`src/rtl/pm_event_block.sv`:
```
module pm_event_block #(
  parameter int N_EVT  = 8,
  parameter int SLOT_W = 4,
  parameter logic [N_EVT-1:0] NOEN = 8'h80
) (
  input  logic                   clk,
  input  logic                   por_main_n,
  input  logic                   por_batt_n,
  input  logic [N_EVT-1:0]       evt,
  input  logic                   wr_en,
  input  logic [1:0]             addr,
  input  logic [N_EVT-1:0]       wdata,
  output logic [N_EVT-1:0]       rdata,
  output logic                   irq_pin,
  output logic                   wake_pin,
  output logic [(1<<SLOT_W)-1:0] ser_irq
);
  localparam int CTL_W = 2 + SLOT_W;
  localparam logic [1:0] RT_PIN = 2'd0, RT_WAKE = 2'd1, RT_SER = 2'd2;

  logic [N_EVT-1:0] stat, en;
  logic [CTL_W-1:0] ctl;
  logic             stat_rst_n, grp;

  assign stat_rst_n = por_main_n & por_batt_n;

  always_ff @(posedge clk or negedge stat_rst_n)
    if (!stat_rst_n) stat <= '0;
    else if (wr_en && addr == 2'd0) stat <= (stat & ~wdata) | evt;
    else stat <= stat | evt;

  always_ff @(posedge clk or negedge por_batt_n)
    if (!por_batt_n) begin
      en  <= '0;
      ctl <= '0;
    end else if (wr_en) begin
      if (addr == 2'd1) en  <= wdata & ~NOEN;
      if (addr == 2'd2) ctl <= wdata[CTL_W-1:0];
    end

  always_comb
    case (addr)
      2'd0:    rdata = stat;
      2'd1:    rdata = en;
      2'd2:    rdata = N_EVT'(ctl);
      default: rdata = '0;
    endcase

  assign grp      = |(stat & en);
  assign irq_pin  = grp && ctl[1:0] == RT_PIN;
  assign wake_pin = grp && ctl[1:0] == RT_WAKE;
  assign ser_irq  = (grp && ctl[1:0] == RT_SER) ? ((1<<SLOT_W)'(1) << ctl[CTL_W-1:2]) : '0;
endmodule


```
`config.mk`:
```
export PLATFORM = sky130hd
export DESIGN_NAME = pm_event_block
export DESIGN_NICKNAME = d
export VERILOG_FILES = /design/src/rtl/pm_event_block.sv
export SDC_FILE = /design/constraint.sdc
export NUM_CORES = 1
export LEC_CHECK = 0
export BUFFER_PORTS_ARGS = -buffer_cell sky130_fd_sc_hd__buf_4
export CAP_MARGIN = 15
export CORE_MARGIN = 2
export CORE_UTILIZATION = 47
export DETAILED_ROUTE_END_ITERATION = 12
export GPL_ROUTABILITY_DRIVEN = 0
export PLACE_DENSITY = 0.78
export SYNTH_ARGS = -nofsm -noshare
export SYNTH_HDL_FRONTEND = slang
export SYNTH_SLANG_ARGS = --single-unit
```
`constraint.sdc`:
```
create_clock -name clk -period 1.34 [get_ports clk]
set_input_delay 0 -clock clk [delete_from_list [all_inputs] [get_ports clk]]
set_output_delay 0 -clock clk [all_outputs]
set_load 0.02 [all_outputs]
```
======== Yosys cells after proc, flatten, opt, wreduce, memory -nomap -nowiden ========
Cells that the tools add are included.
cells by class
  eq/ne operators ......................... 4
  shifts and indexed selects .............. 1
  multiplexer cells ....................... 3
  bitwise operators ....................... 6
  reductions and logical operators ........ 9
operators by type and width
  kind                  number
  $pmux 8 s3            1
  $mux 16               1
  $or 8x8->8            2
  $shl 1x4->16 const A  1
  $and 8x7->8           1
  $and 8x8->8           1
  $mux 8                1
  $not 8->8             1
  $reduce_or 8->1       1
  $eq 2x1->1 const B    2
  $eq 2x2->1 const B    2
  $logic_and 1x1->1     4
  $logic_not 2->1       2
  $reduce_and 2->1      2
  $and 1x1->1           1
word-level totals
  register bits after elaboration ......... 21
  logic and storage cells ................. 26

======== Depth between registers and ports, before layout ========
  depth in word-level cells ............... 4
  mapped depth ............................ 5

======== Worst setup path before layout ========
Ideal clock, no wire load.
  kind .................................... reg2out
  start ................................... reg ctl[3]
  end ..................................... out ser_irq[4]
  arrival ................................. 1530 ps
  path slack .............................. -190 ps
  cell stages (with the launch flop) ...... 4
  cells stage by stage .................... dfrtp_1 or3b_1 buf_2 nor4_1
on the way
  longest elaborated chain between the ends .. 2
ends and longest elaborated chain
  what                    RTL line  text
  start, declared         22        logic [CTL_W-1:0] ctl;
  start signal, assigned  38        if (addr == 2'd2) ctl <= wdata[CTL_W-1:0];
  $shl 1x4->16            52        assign ser_irq = (grp && ctl[1:0] == RT_SER) ? ((1<<SLOT_W)'(1) << ctl[CTL_W-1:2]) : '0;
  $mux 16                 52
  end, declared           16        output logic [(1<<SLOT_W)-1:0] ser_irq
Every way passes these cells.

======== Final worst setup path ========
  start ................................... reg stat[5]
  end ..................................... out ser_irq[12]
on the way
  longest elaborated chain between the ends .. 4
ends and longest elaborated chain
  what                    RTL line  text
  start, declared         21        logic [N_EVT-1:0] stat, en;
  start signal, assigned  29        else if (wr_en && addr == 2'd0) stat <= (stat & ~wdata) | evt;
  start signal, assigned  30        else stat <= stat | evt;
  $and 8x7->8             49        assign grp = |(stat & en);
  $reduce_or 8->1         49
  $logic_and 1x1->1       52
  $mux 16                 52
Every way passes these cells.

==> results.json <==
{
  "status": "complete, but fails checks",
  "violations": "negative setup slack",
  "ant_nets": 0,
  "yosys_warnings": 0,
  "synth_cells": 118,
  "cp_max_fo": 9,
  "ios": 48,
  "overflow": 0,
  "rows": 18,
  "wl_mm": 4.13,
  "post-route-period-util_pct": 130,
  "finalSetupViolCount": 20,
  "slew_headroom_pct": 71.8,
  "syn_area_um2": 1200,
  "antenna_found_initial": 0,
  "final_cell_mix": "buf_4 (59), dlygate4sd3_1 (23), dfrtp_1 (19), nand2_1 (17), mux2_2 (13)",
  "synthTopCellsByArea": "dfrtp_1 (44%), mux2_2 (12%), mux2i_1 (5.8%)",
  "peakVddDrop_mv": 0.850,
  "wl_per_cell_um": 18.1,
  "gr-usage-all-layers_pct": 29.9,
  "fin_nets": 221,
  "arrival_ns": 1.74,
  "crit_start": "stat[5]",
  "fin_cells": 228,
  "cp-end-kind": "primary output",
  "start_util_pct": 49.1,
  "postSynthNetCount": 140,
  "first_iter_violations": 44,
  "drt_pass1_iterations": 4,
  "dp_cells": 197,
  "hold_viol": 0,
  "via_count": 1300,
  "fin_ws_ns": -0.398,
  "drive_gt1_share_pct": 52.0,
  "fin_util_pct": 83.0,
  "cts_buffers": 3,
  "grt_first_pass_wirelength_mm": 6.13,
  "cp_slowest_stage_delay_ns": 0.40,
  "criticalPathCategory": "reg2out",
  "rsz0062_at_grt": "yes",
  "coreArea_um2": 2450,
  "pwr_density_cell_nw_per_um2": 920,
  "die_h_um": 54.6,
  "layout_commonest_cell": "buf_4",
  "seq_area_frac_synth_pct": 43.6,
  "synth_top_area_share_pct": 43.6,
  "tightestPinTransition_ns": 0.424,
  "num_antenna_cells": 0,
  "clkTransAtPathRegs_ns": 0.12,
  "clock_latency_ns": 0.30,
  "drv_slew": 0,
  "synth_seq_cells": 21,
  "grt_pass1_vias": 1336,
  "start_kind": "register",
  "cts_tree": "yes",
  "ys_types": 26,
  "min_period_ns": 1.74,
  "maxCapViolCount": 0,
  "die_w_um": 54.6,
  "grt_max_degree": 19,
  "dieArea_um2": 2980,
  "cts_sinks": 21,
  "fin_skew_ns": 0,
  "max_freq_mhz": 575,
  "nFillCells": 129,
  "port_buffers": 47,
  "r2r_start": "stat[0]",
  "cts.path.max_buffers": 2,
  "hold_path.class": "in2async",
  "crit_slowest_cell": "dfrtp_1",
  "critPathRequiredTime_ns": 1.34,
  "synth_area_per_cell_um2": 10.2,
  "cts_root_buf": "clkbuf_4",
  "p_leak_nw": 0.861,
  "crit_chain": "a222oi_1 -> and3_4 -> clkbuf_16 -> nor3_2 -> buf_4",
  "htree_levels": 1,
  "drcViolationCount": 0,
  "reg2reg_depth": 2,
  "area_delta_synth_final_pct": 69.1,
  "viasPerCell": 5.70,
  "dpl.hpwl_mm": 2.36,
  "synth_top_cell_by_area": "dfrtp_1"
}
sequential cells by signal, indices dropped and copies added, names as in the netlist:
name	count
stat	8
en	7
ctl	6
where the power goes:
| part | switching (mW) | total [mW] | internal, mW | leakage, nW |
|---|---|---|---|---|
| registers | 0.0852 | 0.804 | 0.718 | 0.235 |
| logic | 0.377 | 0.757 | 0.380 | 0.608 |
| clock network | 0.201 | 0.313 | 0.111 | 0.0177 |
| total | 0.664 | 1.87 | 1.21 | 0.861 |
final cells by class:
| type | instances | area [um^2] | share of cell area, % |
|---|---|---|---|
| clock buffers | 3 | 22.5 | 1.11 |
| multi-input cells | 88 | 718 | 35.3 |
| flip-flops and latches | 21 | 528 | 25.9 |
| clock inverters | 1 | 5.00 | 0.246 |
| repair buffers | 85 | 726 | 35.6 |
| well taps | 30 | 37.5 | 1.84 |
metal layers:
metal | GRT usage [%] | wire (um)
met1 | 33.4 | 1630
met2 | 51.4 | 2180
met3 | 5.74 | 191
met4 | 19.6 | 133
met5 | 0 | 0
cell usage after synthesis (all sizes together):
cell type   n
dfrtp      21
nand2      17
mux2       13
nor3        9
a21o        8
nor4        8
buf         7
mux2i       7
o21ai       6
nand3b      4
nor3b       3
a22oi       2
clkbuf      2
nand2b      2
nor2        2
a222oi      1
and2        1
and3        1
nand3       1
nor2b       1
or2         1
or3b        1
per-stage QoR:
step / hold WS [ns] / setup slack, ns / instance area (um^2) / TNS (ns) / total power, mW
3_5_place_dp: -0.142 / -0.101 / 1690 / -1.33 / 1.43
4_1_cts: 0.0651 / -0.430 / 1960 / -7.42 / 1.79
5_1_grt: 0.0884 / -0.450 / 2040 / -7.82 / 1.96
2_1_floorplan: -0.296 / -0.124 / 1260 / -0.644 / 1.17
3_3_place_gp: -0.141 / -0.0552 / 1690 / -0.614 / 1.41
6_report: 0.0646 / -0.398 / 2040 / -6.94 / 1.87
logic make-up after synthesis:
| group | Yosys count | share of synthesized area [%] |
|---|---|---|
| flip-flops | 21 | 43.6 |
| multiplexers | 20 | 18.0 |
| AO/OA/AOI/OAI | 17 | 9.55 |
| AND/OR/NAND/NOR | 51 | 24.4 |
| buffers and inverters | 9 | 4.47 |
worst max-delay path, delay by kind of cell (launching register included):
| kind | cells | cell delay (ns) |
|---|---|---|
| buf+inv | 2 | 0.32 |
| simple gates | 2 | 0.34 |
| compound gates | 1 | 0.37 |
| flops | 1 | 0.40 |
repair_timing:
| action | CTS | global route |
|---|---|---|
| pin swaps | 1 | 1 |
| hold buffers | 24 | 0 |
| hold endpoints to repair | 42 | 0 |
| endpoints found under the setup margin | 19 | 22 |
| setup buffers | 0 | 3 |
| cloned | 0 | 1 |
| gates resized for setup | 1 | 13 |
worst paths after layout:
check | end | slack (ns)
max in group asynchronous | stat[5] | 0.63
min in group clk | ctl[2] | 0.30
setup / recovery | ser_irq[12] | -0.40
setup reg to reg | stat[0] | 0.06
hold reg to reg | en[5] | 0.56
hold / removal | en[0] | 0.06
No activity file was read; power rests on OpenSTA's default activity.
